$ cat config.mk
export PLATFORM = sky130hd
export DESIGN_NAME = frame_serial_writer
export DESIGN_NICKNAME = d
export VERILOG_FILES = /design/src/rtl/frame_serial_writer.sv
export SDC_FILE = /design/constraint.sdc
export NUM_CORES = 1
export LEC_CHECK = 0
export BUFFER_PORTS_ARGS = -buffer_cell sky130_fd_sc_hd__buf_4
export CAP_MARGIN = 20
export CELL_PAD_IN_SITES_DETAIL_PLACEMENT = 1
export CELL_PAD_IN_SITES_GLOBAL_PLACEMENT = 2
export CORE_ASPECT_RATIO = 1.5
export CORE_UTILIZATION = 36
export DETAILED_ROUTE_END_ITERATION = 12
export HOLD_SLACK_MARGIN = 0.12
export PLACE_DENSITY = 0.77
export SLEW_MARGIN = 40
export SYNTH_ARGS = -nofsm -noshare
export SYNTH_HDL_FRONTEND = slang
export SYNTH_SLANG_ARGS = --single-unit
$ cat constraint.sdc
create_clock -name clk -period 2.4 [get_ports clk]
set_input_delay 0.12 -clock clk [delete_from_list [all_inputs] [get_ports clk]]
set_output_delay 0.12 -clock clk [all_outputs]
set_load 0.05 [all_outputs]
$ cat src/rtl/frame_serial_writer.sv
module frame_serial_writer #(
  parameter int DIV_W      = 8,
  parameter int BYTE_W     = 8,
  parameter int NBYTES     = 2,
  parameter bit LSB_ENGINE = 1'b0
) (
  input  logic                     clk,
  input  logic                     rst_n,
  input  logic [DIV_W-1:0]         half_period,
  input  logic                     fs_active_high,
  input  logic                     in_valid,
  input  logic [NBYTES*BYTE_W-1:0] in_word,
  output logic                     in_ready,
  output logic                     sclk,
  output logic                     sdata,
  output logic                     fsync
);
  localparam int WORD_W = NBYTES * BYTE_W;
  localparam int BIT_W  = (BYTE_W > 1) ? $clog2(BYTE_W) : 1;
  localparam int IDX_W  = (NBYTES > 1) ? $clog2(NBYTES) : 1;
  localparam logic [BIT_W-1:0] LAST_BIT  = BIT_W'(BYTE_W - 1);
  localparam logic [IDX_W-1:0] LAST_BYTE = IDX_W'(NBYTES - 1);

  typedef enum logic [2:0] {S_IDLE, S_LEAD, S_SHIFT, S_GAP, S_TAIL, S_HOLD} st_t;

  st_t              st;
  logic [DIV_W-1:0] cnt;
  logic             tk, hp, frm, sclk_q;
  logic [BIT_W-1:0] bitn;
  logic [IDX_W-1:0] byten;
  logic [WORD_W-1:0] sh, load_w, shift_nxt;
  logic             bit_out;

  wire tick = (cnt == '0);

  generate
    if (LSB_ENGINE) begin : g_lsb
      for (genvar i = 0; i < WORD_W; i++) begin : g_rev
        assign load_w[i] = in_word[WORD_W-1-i];
      end
      assign shift_nxt = {1'b0, sh[WORD_W-1:1]};
      assign bit_out   = sh[0];
    end else begin : g_msb
      assign load_w    = in_word;
      assign shift_nxt = {sh[WORD_W-2:0], 1'b0};
      assign bit_out   = sh[WORD_W-1];
    end
  endgenerate

  always_ff @(posedge clk or negedge rst_n) begin
    if (!rst_n) begin
      st     <= S_IDLE;
      cnt    <= '0;
      tk     <= 1'b0;
      hp     <= 1'b0;
      frm    <= 1'b0;
      sclk_q <= 1'b1;
      bitn   <= '0;
      byten  <= '0;
      sh     <= '0;
    end else begin
      if (st == S_IDLE || tick) cnt <= half_period;
      else                      cnt <= cnt - 1'b1;
      case (st)
        S_IDLE: if (in_valid) begin
          sh    <= load_w;
          frm   <= 1'b1;
          tk    <= 1'b0;
          hp    <= 1'b0;
          bitn  <= '0;
          byten <= '0;
          st    <= S_LEAD;
        end
        S_LEAD, S_GAP: if (tick) begin
          tk <= ~tk;
          if (tk) st <= S_SHIFT;
        end
        S_SHIFT: if (tick) begin
          if (!hp) begin
            sclk_q <= 1'b0;
            hp     <= 1'b1;
          end else begin
            sclk_q <= 1'b1;
            hp     <= 1'b0;
            sh     <= shift_nxt;
            bitn   <= bitn + 1'b1;
            if (bitn == LAST_BIT) begin
              bitn <= '0;
              tk   <= 1'b0;
              if (byten == LAST_BYTE) st <= S_TAIL;
              else begin
                byten <= byten + 1'b1;
                st    <= S_GAP;
              end
            end
          end
        end
        S_TAIL: if (tick) begin
          frm <= 1'b0;
          tk  <= 1'b0;
          st  <= S_HOLD;
        end
        S_HOLD: if (tick) begin
          tk <= ~tk;
          if (tk) st <= S_IDLE;
        end
        default: st <= S_IDLE;
      endcase
    end
  end

  assign in_ready = (st == S_IDLE);
  assign sclk     = sclk_q;
  assign sdata    = bit_out;
  assign fsync    = fs_active_high ? frm : ~frm;

  p_busy_r1: assert property (@(posedge clk) disable iff (!rst_n)
    (in_valid && in_ready) |=> (!in_ready && frm));
  p_fall_in_frame_r2: assert property (@(posedge clk) disable iff (!rst_n)
    $fell(sclk) |-> frm);
  p_data_on_rise_r5: assert property (@(posedge clk) disable iff (!rst_n)
    ($past(st) == S_SHIFT && !$stable(sdata)) |-> $rose(sclk));
  p_idle_high_r6: assert property (@(posedge clk) disable iff (!rst_n)
    !frm |-> sclk);
  p_pol_r8: assert property (@(posedge clk) disable iff (!rst_n)
    in_ready |-> (fsync == ~fs_active_high));
endmodule

# Word-level counts from Yosys, hierarchy flattened

Cells that the tools add are included.

Input bits: 28
Bits in registers: 35
Memories kept: 0
Memory bits (read-only): 0
Output and inout bits: 4
Memory bits (writable): 0
Bits in latches: 0

Bitwise operators: 2
Multiplexer cells: 40
Add/sub/neg operators: 3
Reduce and logical (&&, ||, !) cells: 15
Multiply operators: 0
$lt $le $gt $ge: 0
Divide/modulo/power cells: 0
Equality and inequality tests: 16
Shift-type cells: 0

Operators by type and width:

| cell                | count |
|---|---|
| $mux 16             | 3 |
| $mux 3              | 14 |
| $pmux 16 s2         | 1 |
| $ne 2x2->1 const B  | 9 |
| $mux 1              | 15 |
| $pmux 3 s5          | 1 |
| $eq 3x3->1 const B  | 3 |
| $reduce_and 9->1    | 1 |
| $logic_not 8->1     | 1 |
| $mux 8              | 1 |
| $sub 8x1->8 const B | 1 |
| $reduce_and 7->1    | 1 |
| $eq 3x2->1 const B  | 2 |
| $pmux 1 s2          | 3 |
| $pmux 3 s2          | 1 |
| $reduce_and 3->1    | 2 |
| $reduce_and 5->1    | 1 |
| $pmux 1 s4          | 1 |
| $reduce_and 4->1    | 1 |
| $reduce_bool 2->1   | 2 |
| $reduce_bool 4->1   | 1 |
| $add 3x1->3 const B | 1 |
| $eq 3x1->1 const B  | 1 |
| $logic_not 3->1     | 1 |
| 7 further kinds     | 8 |

# Depth between registers and ports, before layout

Depth in word-level cells: 6
Gate-level depth with buffers: 7

# Worst setup path before layout

OpenSTA, ideal clock, no wires.

Path kind: register -> register
Start: register st[2]
End: register cnt[2]
Stages on the path, launching flop included: 7
Arrival time: 2.323 ns
Period minus slack after synthesis: 2.460 ns
Slack: -0.060 ns
Path buffers: 2
Path through: dfrtp_1 -> buf_2 -> nor3_1 -> a21oi_1 -> clkbuf_1 -> nor2_1 -> a21oi_1

Longest elaborated chain between the ends: 3

Ends and longest elaborated chain:

| item                     | RTL line | text |
|---|---|---|
| start: declaration       | 26       | `st_t st;` |
| start signal: assignment | 52       | `st <= S_IDLE;` |
| start signal: assignment | 72       | `st <= S_LEAD;` |
| start signal: assignment | 76       | `if (tk) st <= S_SHIFT;` |
| $logic_not 3->1          | -        |  |
| via in_ready             | 13       | `output logic in_ready,` |
| $logic_or 1x1->1         | 62       | `if (st == S_IDLE \|\| tick) cnt <= half_period;` |
| $mux 8                   | 62       |  |
| end signal: assignment   | 62       |  |
| end signal: assignment   | 63       | `else cnt <= cnt - 1'b1;` |
| end: declaration         | 27       | `logic [DIV_W-1:0] cnt;` |

The timed path passes the listed nets, and every way through them passes these cells.
A chain may end at the register's enable or synchronous reset.

# Worst setup path in the final report

Start: register cnt[0]
End: register sh[8]

Longest elaborated chain between the ends: 3

Ends and longest elaborated chain:

| item                       | RTL line | text |
|---|---|---|
| $logic_not 8->1            | 34       | `wire tick = (cnt == '0);` |
| $ne 2x2->1 (no line)       | -        |  |
| $reduce_and 4->1 (no line) | -        |  |
| end signal: assignment     | 66       | `sh <= load_w;` |
| end signal: assignment     | 85       | `sh <= shift_nxt;` |
| end: declaration           | 31       | `logic [WORD_W-1:0] sh, load_w, shift_nxt;` |

Every way passes these cells.

==> results.yml <==
status:
  status: "finished, final reports clean"
synth:
  synth_simple_gate_area_share_pct: 12.0
  synth_compound_area_share_pct: 9.22
  synth_xor_area_share_pct: 2.79
  synthCells: 160
  synthesis.area_um2: 1890
  avgSynthCellArea_um2: 11.8
  yosysTopAreaCellShare_pct: 45.1
  yosys.area_share.adder_pct: 2.65
  synth_cell_types: 37
  yosysSeqAreaShare_pct: 46.5
  synth.area.mux_share_pct: 23.0
  synth_top_cell_by_area: "dfrtp_1"
  ys_warn_count: 0
  synth_top_family_by_area: "multiplexers"
  netlist_top_cells_area: "dfrtp_1 45%, mux2_2 16%, mux2_4 6.4%"
  synthesis.nets: 192
  ys_ff_latch: 35
power_and_ir_drop:
  internal-power_mw: 1.61
  seqPwrFrac_pct: 42.0
  pwr-share-comb_pct: 42.9
  ir_worst_vdd_mv: 0.458
  swShare_pct: 37.0
  p_sw_uw: 944
  p_leak_nw: 1.08
  p_per_area_nw_per_um2: 1070
  total_power_mw: 2.55
  clkPwrFrac_pct: 15.0
clock_tree:
  cts_tree: "done"
  cts_buffer_depth: 2
  numCtsBuffers: 5
  cts.htree.levels: 2
  cts_root_buf: "clkbuf_8"
  cts_setup_buffers: 0
  insertion_delay_ps: 280
  clk_pin_slew_ps: 60
  cts.sinks: 35
cells_and_area:
  finish.net_count: 239
  final_common_cell: "buf_4"
  fillers: 550
  final_cell_count_no_fill: 272
  area_delta_synth_final_pct: 27.0
  fin_util_pct: 48.6
  final_layout_size_suffix_gt1_share_pct: 40.8
  final_cell_mix: "36 x buf_4, 34 x dfrtp_1, 26 x mux2_2, 11 x nor2_1, 10 x dlygate4sd3_1"
  design_area_um2: 2390
  num_antenna_cells: 0
placement:
  post_dp_cell_area_um2: 2220
  place_hpwl_mm: 3.31
  globalplace.congestion: 0.787
  placed_cells: 256
  pre_cts_ws_ps: 316
  port_buffers: 31
routing:
  drcViolationCount: 0
  drt-total-wl_mm: 4.52
  drt-initial-drc-count: 28
  firstDrtPassIters: 3
  wl_per_cell_um: 16.6
  avgViaCountPerCell: 5.24
  postRouteAntennaNets: 0
  num_vias: 1425
global_routing:
  antenna_found_initial: 0
  grt_overflow: 0
  grt_pass1_vias: 1596
  grt.total_usage_pct: 18.6
  grt_start_max_net_pins: 36
  grt_pass1_wl_mm: 7.60
floorplanning:
  ios: 32
  dieArea_um2: 5540
  coreArea_um2: 4930
  dieWidth_um: 61.1
  dieHeight_um: 90.6
  start_util_pct: 38.3
  rows: 31
setup_path:
  worstSetupStartpointType: "flop"
  max_stage_delay_ps: 390
  end_kind: "flop"
  critPathLaunch: "cnt[0]"
  cp.arrival_ps: 2230
  crit_chain: "inv_1, ha_1, nor3b_1, buf_4, nand3_4, a2bb2oi_4, buf_12, mux2_2"
  worst-setup-path-type: "reg -> reg"
  slowest_stage: "dfrtp_1"
  regToRegSetupSlack_ps: 340
  crit_required_ps: 2560
  timing.rr.start: "cnt[0]"
  crit_fanout: 16
worst_hold_path:
  hp-class: "in -> reg"
  hp-start: "in_word[11]"
timing:
  timing.hold.ws_ps: 198
  worst_pin_slew_ps: 784
  fmax_ghz: 0.485
  finalSetupViolations: 0
  rsz0062_at_grt: "false"
  max_slew_margin_pct: 47.0
  finalSetupTns_ps: 0
  setup_ws_ps: 337
  fin_crit_ps: 2060
  finalCritPeriodShare_pct: 86.0
  hold_viol_final: 0
  slew_viol_final: 0
  fin_skew_ps: 9.22
job:
  max_cap_violations: 0
sequential cells by signal, summed over array words and instances (netlist names), 3 cells and up:
signal	cells
st	3
cnt	8
bitn	3
sh	16
synthesized netlist by cell type, drive strengths merged:
| library cell | instances |
|---|---|
| nor2b | 1 |
| mux2 | 34 |
| clkbuf | 3 |
| nor3b | 3 |
| a21oi | 9 |
| o22a | 1 |
| mux2i | 2 |
| or4 | 1 |
| a32o | 1 |
| a31oi | 3 |
| ha | 4 |
| nor3 | 3 |
| inv | 7 |
| nand2b | 1 |
| o22ai | 2 |
| a31o | 1 |
| and3 | 1 |
| a22oi | 1 |
| nor4 | 2 |
| a2bb2oi | 1 |
| and2 | 1 |
| nand2 | 9 |
| a41oi | 1 |
| buf | 4 |
| nand3 | 6 |
| nor4bb | 1 |
| dfstp | 1 |
| o31ai | 1 |
| xor2 | 2 |
| xnor2 | 4 |
| nor2 | 11 |
| dfrtp | 34 |
| o21ai | 4 |
critical path: cells and delay by family, from the launching register on:
family                     cells  cell delay, ps
DFF                            1             390
and+or+nand+nor                2             300
muxes                          1             350
AOI/OAI and AO/OA              1             270
adders and majority gates      1             160
buffers and inverters          3             470
routing by layer:
layer	share of wire [%]	up-vias	wire length, µm	global-route usage [%]
met5	0	-	0	0
met4	1.9	0	84	6.25
met1	39	720	1780	20.5
li1	-	666	-	-
met3	3.0	9	136	4.30
met2	56	30	2520	33.1
path summary, 6_finish.rpt:
path,cells past startpoint,to
max,8,sh[8]
min,3,sh[11]
max reg2reg,8,sh[8]
min reg2reg,1,sh[9]
max in group asynchronous,2,sclk
min in group asynchronous,2,cnt[1]
logic make-up after synthesis:
logic type                 count (synthesis)
AOI/OAI and AO/OA                         25
xor gates and xnor gates                   6
adders and majority gates                  4
buffers and inverters                     14
DFF                                       35
muxes                                     36
and+or+nand+nor                           40
final cells by class:
class | instances | area, µm² | area share (%)
inverters | 7 | 26.3 | 1.10
well taps | 66 | 82.6 | 3.45
flip-flops and latches | 35 | 877 | 36.6
repair buffers | 47 | 390 | 16.3
multi-input cells | 111 | 946 | 39.5
clock buffers | 6 | 72.6 | 3.03
timing repair:
| action | CTS | global route |
|---|---|---|
| resized for setup | 0 | 0 |
| endpoints found under the hold margin | 43 | 0 |
| hold buffers | 10 | 0 |
power groups by stage:
| stage | combinational, mW | clock [mW] | sequential [mW] |
|---|---|---|---|
| floorplan | 0.732 | 0 | 1.04 |
| global placement | 1.03 | 0 | 1.06 |
| detailed placement | 1.09 | 0 | 1.08 |
| CTS | 1.11 | 0.407 | 1.07 |
| global route | 1.21 | 0.424 | 1.11 |
| finish | 1.10 | 0.384 | 1.07 |
Power figures use the tool's default switching activity.
